--- config.mk ---
export PLATFORM = sky130hd
export DESIGN_NAME = i2c_intr_status
export DESIGN_NICKNAME = d
export VERILOG_FILES = /design/src/rtl/i2c_intr_pkg.sv /design/src/rtl/i2c_intr_prio.sv /design/src/rtl/i2c_intr_flags.sv /design/src/rtl/i2c_intr_host.sv /design/src/rtl/i2c_intr_status.sv
export SDC_FILE = /design/constraint.sdc
export NUM_CORES = 1
export LEC_CHECK = 0
export CORE_ASPECT_RATIO = 0.9
export CORE_MARGIN = 2
export CORE_UTILIZATION = 40
export DETAILED_ROUTE_END_ITERATION = 7
export GPL_ROUTABILITY_DRIVEN = 1
export PLACE_DENSITY = 0.81
export RECOVER_POWER = 25
export SLEW_MARGIN = 10
export SYNTH_ARGS = -nofsm -noshare
export SYNTH_HDL_FRONTEND = slang
export SYNTH_SLANG_ARGS = --single-unit
--- constraint.sdc ---
create_clock -name clk -period 1.7 [get_ports clk]
set_clock_uncertainty 0.05 [all_clocks]
set_input_delay 0.34 -clock clk [delete_from_list [all_inputs] [get_ports clk]]
set_output_delay 0.34 -clock clk [all_outputs]
set_load 0.05 [all_outputs]
--- src/rtl/i2c_intr_pkg.sv ---
package i2c_intr_pkg;

    localparam int STAT_W = 16;
    localparam int IEN_W  = 5;
    localparam int DATA_W = 16;
    localparam int ADDR_W = 3;

    localparam int B_NACK = 1;
    localparam int B_ARDY = 2;
    localparam int B_RRDY = 3;
    localparam int B_XRDY = 4;
    localparam int B_AAS  = 9;
    localparam int B_XUDF = 10;
    localparam int B_ROVR = 11;
    localparam int B_BUSY = 12;
    localparam int B_SBD  = 15;

    localparam int DMA_RX_BIT = 15;
    localparam int DMA_TX_BIT = 7;

    localparam logic [STAT_W-1:0] STAT_KEEP =
        (STAT_W'(1) << B_NACK) | (STAT_W'(1) << B_ARDY) |
        (STAT_W'(1) << B_RRDY) | (STAT_W'(1) << B_XRDY) |
        (STAT_W'(1) << B_AAS)  | (STAT_W'(1) << B_XUDF) |
        (STAT_W'(1) << B_ROVR) | (STAT_W'(1) << B_SBD);

    localparam logic [DATA_W-1:0] DMA_KEEP =
        (DATA_W'(1) << DMA_RX_BIT) | (DATA_W'(1) << DMA_TX_BIT);

    typedef enum logic [ADDR_W-1:0] {
        RA_STATUS = 3'd0,
        RA_IEN    = 3'd1,
        RA_VECTOR = 3'd2,
        RA_DMA    = 3'd3
    } reg_addr_e;

    typedef enum logic [0:0] {
        HS_IDLE = 1'b0,
        HS_RESP = 1'b1
    } host_state_e;

endpackage

--- src/rtl/i2c_intr_prio.sv ---
module i2c_intr_prio #(
    parameter int W  = 16,
    parameter int IW = $clog2(W + 1)
) (
    input  logic [W-1:0]  pend,
    output logic [W-1:0]  lowest,
    output logic [IW-1:0] idx
);
    // isolate lowest set bit
    assign lowest = pend & (~pend + W'(1));

    // one-based position; scan from top so the lowest hit is kept last
    always_comb begin
        idx = '0;
        for (int i = W - 1; i >= 0; i--) begin
            if (pend[i]) idx = IW'(i + 1);
        end
    end
endmodule

--- src/rtl/i2c_intr_flags.sv ---
module i2c_intr_flags #(
    parameter int          W    = 16,
    parameter logic [W-1:0] KEEP = '1
) (
    input  logic         clk,
    input  logic         rst,
    input  logic         en,
    input  logic [W-1:0] set_vec,
    input  logic [W-1:0] clr_vec,
    output logic [W-1:0] stat_q
);
    always_ff @(posedge clk) begin
        if (rst || !en) begin
            stat_q <= '0;
        end else begin
            // set applied after clear: set wins on collision
            stat_q <= ((stat_q & ~clr_vec) | set_vec) & KEEP;
        end
    end

    // a stored-bit set pulse is visible after the edge
    a_r7_set_wins: assert property (@(posedge clk) disable iff (rst || !en)
        (!rst && en && ((set_vec & KEEP) != '0)) |=>
        ((stat_q & $past(set_vec & KEEP)) == $past(set_vec & KEEP)));

    // flags are sticky unless cleared
    a_r2_sticky: assert property (@(posedge clk) disable iff (rst || !en)
        (!rst && en) |=>
        (((stat_q | $past(clr_vec)) & $past(stat_q)) == $past(stat_q)));

    // a vector read clears at most one flag
    a_r6_single_clear: assert property (@(posedge clk) disable iff (rst)
        $onehot0(clr_vec));
endmodule

--- src/rtl/i2c_intr_host.sv ---
module i2c_intr_host
    import i2c_intr_pkg::*;
#(
    parameter int DW = DATA_W,
    parameter int AW = ADDR_W,
    parameter int EW = IEN_W,
    parameter int SW = STAT_W,
    parameter int IW = $clog2(STAT_W + 1)
) (
    input  logic          clk,
    input  logic          rst,
    input  logic          en,
    input  logic          rd,
    input  logic          wr,
    input  logic [AW-1:0] addr,
    input  logic [DW-1:0] wdata,
    input  logic [SW-1:0] status_view,
    input  logic [SW-1:0] vec_lowest,
    input  logic [IW-1:0] vec_idx,
    output logic [SW-1:0] clr_vec,
    output logic [EW-1:0] ien_q,
    output logic [DW-1:0] dma_q,
    output logic [DW-1:0] rdata,
    output logic          rvalid
);
    host_state_e state_q, state_d;
    logic [DW-1:0] rd_mux;
    logic [EW-1:0] ien_kill;
    logic          wr_ien, wr_dma, rd_vec;

    assign wr_ien = en && wr && (addr == RA_IEN);
    assign wr_dma = en && wr && (addr == RA_DMA);
    assign rd_vec = en && rd && (addr == RA_VECTOR);

    assign clr_vec = rd_vec ? vec_lowest : '0;

    always_comb begin
        ien_kill = '0;
        ien_kill[B_RRDY] = wdata[DMA_RX_BIT];
        ien_kill[B_XRDY] = wdata[DMA_TX_BIT];
    end

    always_ff @(posedge clk) begin
        if (rst || !en) begin
            ien_q <= '0;
            dma_q <= '0;
        end else if (wr_ien) begin
            ien_q <= wdata[EW-1:0];
        end else if (wr_dma) begin
            dma_q <= wdata & DMA_KEEP;
            ien_q <= ien_q & ~ien_kill;
        end
    end

    always_comb begin
        unique case (addr)
            RA_STATUS: rd_mux = status_view;
            RA_IEN:    rd_mux = DW'(ien_q);
            RA_VECTOR: rd_mux = DW'(vec_idx);
            RA_DMA:    rd_mux = dma_q;
            default:   rd_mux = '0;
        endcase
    end

    // state register
    always_ff @(posedge clk) begin
        if (rst) state_q <= HS_IDLE;
        else     state_q <= state_d;
    end

    // next state
    always_comb begin
        unique case (state_q)
            HS_IDLE: state_d = rd ? HS_RESP : HS_IDLE;
            HS_RESP: state_d = rd ? HS_RESP : HS_IDLE;
            default: state_d = HS_IDLE;
        endcase
    end

    // outputs
    always_ff @(posedge clk) begin
        if (rst)     rdata <= '0;
        else if (rd) rdata <= rd_mux;
    end
    assign rvalid = (state_q == HS_RESP);

    a_r3_resp_next: assert property (@(posedge clk) disable iff (rst)
        (!rst && rd) |=> rvalid);

    a_r8_rx_dma_drops_ie: assert property (@(posedge clk) disable iff (rst)
        (wr_dma && wdata[DMA_RX_BIT]) |=> !ien_q[B_RRDY]);

    a_r8_tx_dma_drops_ie: assert property (@(posedge clk) disable iff (rst)
        (wr_dma && wdata[DMA_TX_BIT]) |=> !ien_q[B_XRDY]);
endmodule

--- src/rtl/i2c_intr_status.sv ---
module i2c_intr_status
    import i2c_intr_pkg::*;
(
    input  logic              clk,
    input  logic              rst,
    input  logic              ctrl_en,
    input  logic [STAT_W-1:0] flag_set,
    input  logic              bus_busy,
    input  logic              host_rd,
    input  logic              host_wr,
    input  logic [ADDR_W-1:0] host_addr,
    input  logic [DATA_W-1:0] host_wdata,
    output logic [DATA_W-1:0] host_rdata,
    output logic              host_rvalid,
    output logic              irq,
    output logic              rx_dma_req,
    output logic              tx_dma_req
);
    localparam int IW = $clog2(STAT_W + 1);

    logic [STAT_W-1:0] stat_q, clr_vec, pend, lowest, status_view;
    logic [IEN_W-1:0]  ien_q;
    logic [DATA_W-1:0] dma_q;
    logic [IW-1:0]     vec_idx;

    i2c_intr_flags #(.W(STAT_W), .KEEP(STAT_KEEP)) u_flags (
        .clk     (clk),
        .rst     (rst),
        .en      (ctrl_en),
        .set_vec (flag_set),
        .clr_vec (clr_vec),
        .stat_q  (stat_q)
    );

    assign pend = stat_q & STAT_W'(ien_q);

    i2c_intr_prio #(.W(STAT_W), .IW(IW)) u_prio (
        .pend   (pend),
        .lowest (lowest),
        .idx    (vec_idx)
    );

    always_comb begin
        status_view = stat_q;
        status_view[B_BUSY] = bus_busy;
    end

    i2c_intr_host #(.IW(IW)) u_host (
        .clk         (clk),
        .rst         (rst),
        .en          (ctrl_en),
        .rd          (host_rd),
        .wr          (host_wr),
        .addr        (host_addr),
        .wdata       (host_wdata),
        .status_view (status_view),
        .vec_lowest  (lowest),
        .vec_idx     (vec_idx),
        .clr_vec     (clr_vec),
        .ien_q       (ien_q),
        .dma_q       (dma_q),
        .rdata       (host_rdata),
        .rvalid      (host_rvalid)
    );

    assign irq        = |pend;
    assign rx_dma_req = dma_q[DMA_RX_BIT] & stat_q[B_RRDY];
    assign tx_dma_req = dma_q[DMA_TX_BIT] & stat_q[B_XRDY];

    // disable leaves every request line low
    a_r11_disable_clears: assert property (@(posedge clk) disable iff (rst)
        !ctrl_en |=> (!irq && !rx_dma_req && !tx_dma_req));

    // a vector read while irq is high yields a nonzero vector
    a_r6_vector_nonzero: assert property (@(posedge clk) disable iff (rst)
        (irq && ctrl_en && host_rd && host_addr == RA_VECTOR) |=>
        (host_rdata != '0));

    // reset leaves every output low
    a_r1_reset_quiet: assert property (@(posedge clk)
        rst |=> (!irq && !rx_dma_req && !tx_dma_req && !host_rvalid));
endmodule

Word level (Yosys, flattened, before mapping):

Index checks and enable logic that the tools add are counted.

* output and inout bits: 20
* register bits after elaboration: 40
* logic and storage cells: 53
* input port bits: 41

* add/subtract/negate cells: 1
* mux-type cells: 21
* eq/ne operators: 3
* bitwise gates (word level): 11
* reduce and logical (&&, ||, !) cells: 11

Operator list (count)
* $mux W5: 18
* $pmux W16 S4: 1
* $and A16 B16 Y16: 2
* $not A16 Y16: 2
* $add A16 B1 Y16 const B: 1
* $and A16 B5 Y16: 1
* $mux W16: 1
* $or A16 B16 Y16: 1
* $reduce_or A16 Y1: 1
* $eq A3 B2 Y1 const B: 2
* $and A5 B5 Y5: 1
* $logic_and A1 B1 Y1: 5
* $not A5 Y5: 1
* $eq A3 B1 Y1 const B: 1
* $logic_not A3 Y1: 1
* $and A1 B1 Y1: 2
* $reduce_and A2 Y1: 1
* $reduce_bool A2 Y1: 1
* $logic_not A1 Y1: 1
* $logic_or A1 B1 Y1: 1
* $mux W1: 1
* $not A1 Y1: 1

Logic depth before layout (Yosys ltp):

Gate-level depths: netlist of run 1.

* depth after elaboration: 18
* gate-level depth with buffers: 5
* mapped depth without buffers: 4

Hierarchy:

A second synthesis of run 1 with hierarchy kept.

* cell total of the unflattened synthesis: 252
* area total of the unflattened synthesis: 2104.5 sq um

Modules (own cells, without submodules)
* i2c_intr_host: area each 1301.2 sq um, times used 1, seq. area each 480.5 sq um, cells each 150
* i2c_intr_flags: area each 399.1 sq um, times used 1, seq. area each 160.2 sq um, cells each 43
* i2c_intr_prio: area each 336.6 sq um, times used 1, seq. area each 0.0 sq um, cells each 49
* i2c_intr_status: area each 67.6 sq um, times used 1, seq. area each 0.0 sq um, cells each 10

Least setup slack after synthesis of run 1:

OpenSTA, ideal clock, no wires.

* path type: flip-flop to output port
* from: reg u_flags.stat_q[1]
* to: out irq
* cell stages (with the launch flop): 3
* required time: 1.310 ns
* path slack: 0.375 ns
* path buffers: 0
* arrival: 0.935 ns
* path through: dfxtp_1 -> a22oi_1 -> nand2_1

* longest elaborated chain between the ends: 2

RTL lines
* start, declared: RTL line i2c_intr_flags.sv:10 `output logic [W-1:0] stat_q`
* start signal, assigned: RTL line i2c_intr_flags.sv:17 `stat_q <= ((stat_q & ~clr_vec) | set_vec) & KEEP;`
* $and A16 B5 Y16: RTL line i2c_intr_status.sv:35 `assign pend = stat_q & STAT_W'(ien_q);`
* $reduce_or A16 Y1: RTL line i2c_intr_status.sv:66 `assign irq = |pend;`
* end, declared: RTL line i2c_intr_status.sv:15 `output logic irq,`

Every way passes these cells.

Final worst setup path of run 1:

* from: reg u_flags.stat_q[4]
* to: out irq

Same word-level chain as after synthesis.

==> summary.txt, run 1 <==
GRT
  • Pin count of the biggest net entering global routing: 15
  • Initial antenna violation count: 0
  • Global-route wire length before repair: 4890 um
  • Total congestion overflow: 0
  • Total GRT Usage: 17.3%
  • Vias in the first global route: 1130

Clocking
  • Skew-Pair Late Insertion Delay: 330 ps
  • Clock Path Buffers: 2
  • TritonCTS buffer count: 3
  • Root buffer cell: clkbuf_4
  • H-tree Lvls: 1
  • Reg clk slew, reported paths: 140 ps
  • CTS tree: yes
  • TritonCTS sink count: 27
  • Hold buffers post-CTS: 0

Power and ir drop
  • Worst vdd ir: 0.276 mV
  • Final Total Pwr: 1.13 mW
  • Pwr Density: 644 nW/um^2
  • Leak: 0.720 nW

Logic synthesis
  • Sequential element share of the synthesized area: 43.2%
  • Yosys cell types: 35
  • Synth Area in Simple Gates: 26.3%
  • Area share of fa/ha/maj cells after synthesis: 0%
  • Post-synth top area share: 43.2%
  • Compound-Gate Fraction of Synth Area: 20.1%
  • Cells after synthesis: 143
  • Synth area leader: dfxtp_1
  • Synth area leaders: dfxtp_1 43%, nor2_1 6.6%, nand2_1 4.8%
  • Seq cells post-synth: 27
  • Main combinational cell family by area after synthesis: simple AND/OR/NAND/NOR gates
  • Avg Cell Area, Syn: 8.74 sq um
  • Yosys warns: 0
  • Synth Cell Area: 1250 sq um
  • XOR/XNOR Fraction of Synth Area: 0%
  • Multiplexer share of the synthesized area: 2.70%

Timing
  • Fin crit period: 1610 ps
  • Final Cycle Share: 94.4%
  • Slew Viols, Final: 0
  • RSZ-0062 raised after global routing: no
  • Final setup viols: 0
  • F_max: 623 MHz
  • Slew HR: 60.8%
  • Setup TNS: 0 ps
  • Slew @ Worst Pin: 590 ps
  • Setup WS post-layout: 94.5 ps
  • Fin. Hold Viols: 0

Final layout
  • Most frequent cells in the layout: 27 x dfxtp_1, 22 x nor2_1, 22 x clkdlybuf4s50_1, 20 x buf_4, 16 x nand2_1
  • Layout Nets: 239
  • Ant. Diodes: 0
  • Most common cell after layout, fill and taps aside: dfxtp_1
  • Share of cells above drive strength 1: 21.3%
  • Area grow syn2layout: 40.9%
  • # fillers: 286
  • Final Core Density: 58.4%
  • Non-Filler Instances: 239

Hold path
  • Hold Path Class: register to register

Placed design
  • Buffers on Ports: 38
  • Dpl hpwl: 2440 um
  • Placed insts: 234
  • GP Congestion: 0.849
  • Placement Setup Slack: -156 ps

Worst setup path
  • Setup CP Type: register to output pin
  • Cell Chain, Critical Path: a22oi_1 -> nand2_1 -> buf_4
  • Crit-path slowest cell: dfxtp_1
  • CP arrival: 1220 ps
  • Worst Path Required: 1310 ps
  • Max incr delay on CP: 380 ps
  • Worst path bufs/invs: 1
  • Critical Path End Type: output pin
  • Crit path max-delay family: flip-flops
  • Maximum fanout along the worst path: 5
  • Startpoint Class: register

Drt
  • Drt wl/cell: 12.8 um
  • Routed vias/inst: 5.00
  • Vias: 1196
  • Remaining antenna violation count: 0
  • Drt total wl: 3050 um
  • Iteration-0 DRC Markers: 60
  • Drt first pass iters: 4
  • Remaining DRCs: 0

Outcome
  • Run status: completed

Floorplan
  • Die area: 3590 sq um
  • Starting Density: 41.4%
  • Die Wd: 62.9 um
  • # rows: 19
  • IO Pins: 61
  • Die Y: 57.0 um
  • Core ar.: 3020 sq um

Run
  • # Max-Cap Violations: 0
## worst reg2reg max path: cells and delay by family (launching register included)
| family | cells | cell delay [ps] |
|---|---|---|
| DFF | 1 | 450 |
| AOI/OAI and AO/OA | 2 | 350 |
| and+or+nand+nor | 1 | 170 |
| buffers and inverters | 1 | 160 |
## layer usage
metal  global-route usage [%]  vias up  share of wire [%]  routed length (um)
met1                     21.6      544                 44                1330
met2                     28.9       39                 48                1460
met5                        0        -                  0                   0
met4                     7.94        0                2.1                  63
met3                     3.75        7                6.6                 202
li1                         -      606                  -                   -
## worst paths after layout
| check | from | endpoint | slack, ps | depth (start not counted) |
|---|---|---|---|---|
| worst min register to register | u_host.rdata[15] | u_host.rdata[15] | 420 | 2 |
| worst min-delay path | u_host.rdata[15] | u_host.rdata[15] | 420 | 2 |
| worst max register to register | u_host.ien_q[1] | u_flags.stat_q[4] | 450 | 4 |
| worst max-delay path | u_flags.stat_q[4] | irq | 90 | 3 |
## state kept, by name (all words and copies together) (netlist names)
signal / count
u_host.rvalid: 1
u_host.rdata: 11
u_host.ien_q: 5
u_flags.stat_q: 8
u_host.dma_q: 2
## cell type report
| class | count | area (sq um) | share of cell area [%] |
|---|---|---|---|
| multi-input combinational | 105 | 638 | 36.2 |
| inverter | 6 | 22.5 | 1.28 |
| sequential | 27 | 541 | 30.7 |
| tap | 42 | 52.6 | 2.98 |
| clock buffer | 4 | 26.3 | 1.49 |
| timing repair buffer | 55 | 482 | 27.3 |
## stage by stage
stage	hold WS [ps]	instance area (sq um)
3_5_place_dp	404	1750
4_1_cts	429	1780
6_report	420	1760
5_1_grt	439	1760
2_1_floorplan	378	1260
3_3_place_gp	394	1750
## synthesized netlist by cell type
master,number
conb_1,1
and2b_1,1
or2b_4,1
nand3b_1,1
nor4_4,1
a31oi_1,2
nor3b_2,1
a211oi_1,1
a21oi_1,11
a221o_1,1
inv_1,6
or3_1,1
nor2_1,22
a32oi_1,2
o21ai_0,10
and4_1,1
nor2_8,1
and2_1,2
a41oi_1,2
nand3b_4,1
nor2b_1,1
mux2_2,3
nand2_1,16
o41ai_2,1
a22oi_1,6
and4b_1,1
buf_6,2
nand2b_1,2
a32o_1,2
buf_2,1
buf_4,5
nor3_1,1
dfxtp_1,27
nand3_1,5
buf_1,1
## power breakdown
part / switching [mW] / internal [mW] / total [mW]
Sequential: 0.0104 / 0.646 / 0.656
Combinational: 0.104 / 0.0923 / 0.196
Clock: 0.191 / 0.0922 / 0.283
Total: 0.305 / 0.830 / 1.13
## logic make-up (layout without fill, tap and decap cells)
| kind of cell | after synthesis | count (layout) |
|---|---|---|
| AO/OA/AOI/OAI | 38 | 38 |
| buffers and inverters | 15 | 65 |
| flip-flops | 27 | 27 |
| multiplexers | 3 | 3 |
| other | 1 | 5 |
| AND/OR/NAND/NOR | 59 | 59 |
## repair_timing
item	4_1_cts	5_1_grt
pin swaps	0	1
endpoints found under the setup margin	1	1
setup buffers	0	1
endpoints found under the hold margin	0	0
gates resized for setup	1	0
gates cloned	0	0
Note: power is estimated with default switching activity, not from simulation.
==> inputs of run 2 (changes only) <==
CORE_UTILIZATION = 43   (was 40)
PLACE_DENSITY = 0.86   (was 0.81)
clock period = 2 ns   (was 1.7 ns; I/O delays follow)
==> run 2 against run 1 <==
- combinational power decreased by 21%
- non-clock buffer count fell by 9
- hold slack lost 7.8 ps
- first-iteration DRC count is 27% higher
- largest cell class unchanged
- largest power group unchanged
==> summary.txt, run 2 (same netlist as run 1, synthesis figures left out) <==
Outcome
  • Run status: completed

Hold path
  • End of the worst hold path: u_host.rdata[15]
  • Hold Path Class: register to register
  • WHS Path Cells: 2 (unchanged)
  • HP Start: u_host.rdata[15]

Clocking
  • CTS tree: yes
  • Skew-Pair Late Insertion Delay: 340 ps (about the same)
  • Clock Path Buffers: 2 (unchanged)
  • Hold buffers post-CTS: 0 (unchanged)
  • TritonCTS buffer count: 3 (unchanged)
  • Reg clk slew, reported paths: 140 ps (about the same)
  • TritonCTS sink count: 27 (unchanged)
  • Root buffer cell: clkbuf_4
  • H-tree Lvls: 1 (unchanged)

Final layout
  • Largest regs: u_host.rdata: 11 flops, u_flags.stat_q: 8 flops, u_host.ien_q: 5 flops
  • # fillers: 236 (-17%)
  • Area grow syn2layout: 37.4%
  • Layout Nets: 230 (-3.8%)
  • Most common cell after layout, fill and taps aside: dfxtp_1
  • Area of the multi-input gates: 629 sq um (-1.4%)
  • Max reg flops: 11 (unchanged)
  • Ant. Diodes: 0 (unchanged)
  • Share of cells above drive strength 1: 11.2% (-10 points)
  • Most frequent cells in the layout: 27 x dfxtp_1, 24 x clkdlybuf4s50_1, 22 x nor2_1, 16 x nand2_1, 11 x a21oi_1
  • Largest Register: u_host.rdata
  • Register area: 541 sq um (unchanged)
  • Post-route cell area: 1720 sq um (-2.5%)

Drt
  • Drt first pass iters: 4 (unchanged)
  • Drt total wl: 3090 um (+1.2%)
  • Met3 wire len: 191 um (-5.4%)
  • Vias: 1215 (+1.6%)
  • Remaining antenna violation count: 0 (unchanged)
  • Remaining DRCs: 0 (unchanged)
  • Drt wl/cell: 13.5 um (+6.1%)
  • Routed vias/inst: 5.33 (+6.5%)
  • Iteration-0 DRC Markers: 76 (+27%)
  • Top Metal Used: met4
  • Wl on met1: 1360 um (+2.1%)
  • WL met2: 1490 um (+2.5%)

Power and ir drop
  • Combinational share of power: 16.2% (-1.1 points)
  • Pint: 0.693 mW (-17%)
  • Leak: 0.824 nW (+15%)
  • Sequential power share: 58.4% (+0.6 points)
  • Sw frac: 27.4% (+0.59 points)
  • Clock Power Share: 25.3% (+0.4 points)
  • P_sw: 0.262 mW (-14%)
  • Pwr Density: 556 nW/um^2 (-14%)
  • Worst vdd ir: 0.311 mV (+13%)

Worst setup path
  • Crit. path cell count: 1 (-2)
  • Crit path launch: u_host.rdata[0]
  • Critical Path End Type: output pin
  • Crit path max-delay family: buffers and inverters
  • R2r setup slk: 750 ps (+300 ps)
  • Worst r2r path cells: 4 (unchanged)
  • Reg2reg end: u_host.rdata[0]
  • Reg-to-reg critical path startpoint: u_host.ien_q[3]
  • Startpoint Class: register
  • Setup CP Type: register to output pin
  • Max incr delay on CP: 800 ps (+420 ps)
  • Crit-path slowest cell: clkdlybuf4s50_1
  • Worst path bufs/invs: 1 (unchanged)
  • CP arrival: 1490 ps (+270 ps)
  • Maximum fanout along the worst path: 2 (-3)
  • Cell Chain, Critical Path: clkdlybuf4s50_1
  • Worst Path Required: 1550 ps (+240 ps)

Floorplan
  • Die Wd: 60.8 um (-3.3%)
  • Core ar.: 2750 sq um (-9.0%)
  • Die Y: 55.2 um (-3.3%)
  • Starting Density: 45.5% (+4.1 points)
  • IO Pins: 61 (unchanged)
  • Die area: 3350 sq um (-6.5%)
  • # rows: 18 (-1)

Timing
  • Slew Viols, Final: 0 (unchanged)
  • Setup WS post-layout: 59.9 ps (-34.5 ps)
  • RSZ-0062 raised after global routing: no
  • Final Cycle Share: 97.0%
  • Slew @ Worst Pin: 506 ps (-84.1 ps)
  • F_max: 515 MHz
  • Setup TNS: 0 ps (unchanged)
  • Fin crit period: 1940 ps
  • Min Hold Slack: 412 ps (-7.84 ps)
  • Fin. Hold Viols: 0 (unchanged)
  • Final setup viols: 0 (unchanged)
  • Slew HR: 66.2% (+5.4 points)

Placed design
  • Buffers on Ports: 38 (unchanged)
  • Post-DP Area: 1680 sq um (-4.0%)
  • Dpl hpwl: 2440 um (about the same)
  • Placement Setup Slack: 94.0 ps (+250 ps)
  • GP Congestion: 0.917 (+8.0%)

GRT
  • Total congestion overflow: 0 (unchanged)
  • Global-route wire length before repair: 4800 um (-2.0%)
  • Vias in the first global route: 1066 (-5.7%)
  • Total GRT Usage: 19.6% (+2.3 points)
  • Initial antenna violation count: 0 (unchanged)
  • Pin count of the biggest net entering global routing: 16 (+1)

Run
  • # Max-Cap Violations: 0 (unchanged)
## run 2: changes by cell type in the layout (fill, tap and decap cells not counted), sizes merged
cell	change
dlymetal6s2s	+9
clkinv	+1
dlygate4sd3	+1
clkbuf	-8
clkdlybuf4s50	+2
buf	-14
## run 2: how the worst max path moves through the flow
stage / to / slack, ps
floorplan: irq / 610
global placement: u_host.ien_q[3] / 130
detailed placement: u_host.rdata[15] / 90
CTS: host_rdata[12] / 30
global route: host_rdata[0] / 10
finish: host_rdata[0] / 60
## run 2: layer usage
layer / up-vias / GRT usage [%]
met5: - / 0
met4: 0 / 9.42
met3: 4 / 2.79
met2: 55 / 33.0
met1: 573 / 24.8
li1: 583 / -
## run 2: what timing repair did
item	in CTS	in global routing
setup buffers	0	0
endpoints found under the setup margin	0	9
gates resized for setup	0	9
## run 2: final cells by class
| type | instances | share of cell area [%] |
|---|---|---|
| Clock buffer | 3 | 1.31 |
| Clock inverter | 1 | 0.291 |
| Inverter | 6 | 1.31 |
| Multi-Input combinational cell | 105 | 36.6 |
| Sequential cell | 27 | 31.5 |
| Tap cell | 40 | 2.91 |
| Timing Repair Buffer | 46 | 26.1 |
## run 2: stage by stage
step                      total power [mW]  utilization, %  std cells
after floorplan                      0.656               -        147
after global placement               0.721            61.1        224
after detailed placement             0.726            61.1        224
after CTS                            0.959            62.1        228
after global routing                 0.993            62.5        228
final                                0.955            62.5        228
## run 2: power groups by stage
stage / combinational [mW] / sequential (mW) / clock (mW)
floorplan: 0.0816 / 0.574 / 0
global placement: 0.153 / 0.568 / 0
detailed placement: 0.157 / 0.569 / 0
CTS: 0.158 / 0.558 / 0.244
global route: 0.166 / 0.559 / 0.267
finish: 0.155 / 0.558 / 0.242
==> inputs of run 3 (changes only) <==
CORE_UTILIZATION = 40   (was 43)
PLACE_DENSITY = 0.81   (was 0.86)
clock period = 2.2 ns   (was 2 ns; I/O delays follow)
==> run 3 against run 2 <==
- hold slack lost 1.2 ps
- non-clock buffer count down 3
- cell count fell by 0.44%
- sequential power shrank 9.1%
- sequential share of layout area is 0.63 points higher
==> summary.txt, run 3 (same netlist as run 1, synthesis figures left out) <==
Outcome
  • Run status: completed

Final layout
  • Register area: 541 sq um (unchanged)
  • Final Core Density: 55.8% (-6.7 points)
  • Post-route cell area: 1680 sq um (-2.0%)
  • # fillers: 287 (+22%)
  • Ant. Diodes: 0 (unchanged)
  • Max reg flops: 11 (unchanged)
  • Share of cells above drive strength 1: 8.65% (-2.5 points)
  • Largest Register: u_host.rdata
  • Area of the multi-input gates: 633 sq um (+0.60%)
  • Layout Nets: 227 (-1.3%)
  • Most frequent cells in the layout: 32 x clkdlybuf4s50_1, 27 x dfxtp_1, 22 x nor2_1, 16 x nand2_1, 11 x a21oi_1
  • Area grow syn2layout: 34.7%
  • Most common cell after layout, fill and taps aside: clkdlybuf4s50_1
  • Largest regs: u_host.rdata: 11 flops, u_flags.stat_q: 8 flops, u_host.ien_q: 5 flops

Clocking
  • CTS tree: yes
  • Reg clk slew, reported paths: 140 ps (about the same)
  • H-tree Lvls: 1 (unchanged)
  • TritonCTS sink count: 27 (unchanged)
  • Root buffer cell: clkbuf_4
  • TritonCTS buffer count: 3 (unchanged)
  • Skew-Pair Late Insertion Delay: 320 ps (-20 ps)
  • Clock Path Buffers: 2 (unchanged)
  • Hold buffers post-CTS: 0 (unchanged)

GRT
  • Pin count of the biggest net entering global routing: 17 (+1)
  • Total GRT Usage: 16.4% (-3.2 points)
  • Initial antenna violation count: 0 (unchanged)
  • Global-route wire length before repair: 4750 um (-0.86%)
  • Total congestion overflow: 0 (unchanged)
  • Vias in the first global route: 1089 (+2.2%)

Floorplan
  • Starting Density: 41.4% (-4.1 points)
  • Core ar.: 3020 sq um (+9.9%)
  • Die area: 3590 sq um (+7.0%)
  • Die Wd: 62.9 um (+3.4%)
  • Die Y: 57.0 um (+3.4%)
  • IO Pins: 61 (unchanged)
  • # rows: 19 (+1)

Timing
  • Final Cycle Share: 92.0%
  • Slew HR: 65.8% (-0.40 points)
  • Min Hold Slack: 411 ps (-1.16 ps)
  • Setup WS post-layout: 175 ps (+115 ps)
  • F_max: 494 MHz
  • Slew @ Worst Pin: 512 ps (+5.71 ps)
  • Slew Viols, Final: 0 (unchanged)
  • Setup TNS: 0 ps (unchanged)
  • Fin. Hold Viols: 0 (unchanged)
  • RSZ-0062 raised after global routing: no
  • Fin crit period: 2030 ps
  • Final setup viols: 0 (unchanged)

Worst setup path
  • CP arrival: 1540 ps (+50 ps)
  • Maximum fanout along the worst path: 5 (+3)
  • Crit path max-delay family: buffers and inverters
  • Setup CP Type: register to output pin
  • Cell Chain, Critical Path: a22oi_1 -> nand2_1 -> dlygate4sd2_1
  • Worst Path Required: 1710 ps (+160 ps)
  • Max incr delay on CP: 430 ps (-370 ps)
  • Startpoint Class: register
  • Worst path bufs/invs: 1 (unchanged)
  • Critical Path End Type: output pin
  • Crit-path slowest cell: dlygate4sd2_1

Placed design
  • Buffers on Ports: 38 (unchanged)
  • Placement Setup Slack: 217 ps (+123 ps)
  • Post-DP Area: 1660 sq um (-0.89%)
  • GP Congestion: 0.833 (-9.1%)
  • Dpl hpwl: 2320 um (-4.9%)

Drt
  • Routed vias/inst: 5.21 (-2.3%)
  • Remaining antenna violation count: 0 (unchanged)
  • Drt first pass iters: 4 (unchanged)
  • Vias: 1182 (-2.7%)
  • Remaining DRCs: 0 (unchanged)
  • Drt wl/cell: 12.7 um (-5.9%)
  • Iteration-0 DRC Markers: 50 (-34%)
  • Drt total wl: 2890 um (-6.3%)

Power and ir drop
  • Pwr Density: 508 nW/um^2 (-8.7%)
  • Worst vdd ir: 0.251 mV (-19%)
  • Leak: 0.646 nW (-22%)

Run
  • # Max-Cap Violations: 0 (unchanged)

Hold path
  • Hold Path Class: register to register
-- run 3: changes by cell type in the layout (fill, tap and decap cells not counted) --
cell,before,now
or2b_1,1,0
buf_4,9,4
or2b_4,0,1
clkinv_2,1,0
dlymetal6s2s_1,9,0
mux2_1,0,1
mux2_2,3,2
dlygate4sd3_1,2,3
dlygate4sd2_1,0,2
clkinvlp_4,0,1
clkdlybuf4s50_1,24,32
-- run 3: worst register-to-register path: cells and delay by family (launching register included) --
kind / cells / cell delay, ps
flops: 1 / 440
simple gates: 2 / 170
compound gates: 2 / 500
-- run 3: final cells by class --
type / count / share of cell area (%)
clock buffer: 3 / 1.34
clock inverter: 1 / 0.446
inverter: 6 / 1.34
multi-input combinational: 105 / 37.6
sequential: 27 / 32.1
tap: 42 / 3.12
timing repair buffer: 43 / 24.1
-- run 3: worst paths after layout --
| check | start | endpoint | cells after the start | slack, ps |
|---|---|---|---|---|
| max | u_flags.stat_q[1] | irq | 3 | 170 |
| min | u_host.rdata[15] | u_host.rdata[15] | 2 | 410 |
| min reg2reg | u_host.rdata[15] | u_host.rdata[15] | 2 | 410 |
| max reg2reg | u_host.ien_q[3] | u_host.rdata[0] | 4 | 950 |
-- run 3: metal layers --
layer  vias up  share of wire, %  wire, um  track usage [%]
met5         -                 0         0                0
li1        582                 -         -                -
met3         2               6.5       189             3.35
met2        43                48      1380             28.7
met1       555                45      1310             21.1
met4         0              0.35        10             3.81
-- run 3: power breakdown --
part | switching, mW | internal [mW] | leakage, nW
clock | 0.142 | 0.0693 | 0.0139
sequential | 0.00779 | 0.499 | 0.219
combinational | 0.0770 | 0.0595 | 0.413
-- run 3: repair_timing --
action                     in CTS  in global routing
buffers inserted                0                  0
gates resized for setup         2                  0
setup endpoints to repair       2                  0
-- run 3: through the flow --
step / std cells / total power, mW
6_report: 227 / 0.855
5_1_grt: 227 / 0.893
4_1_cts: 227 / 0.862
3_5_place_dp: 223 / 0.656
3_3_place_gp: 223 / 0.652
2_1_floorplan: 147 / 0.596
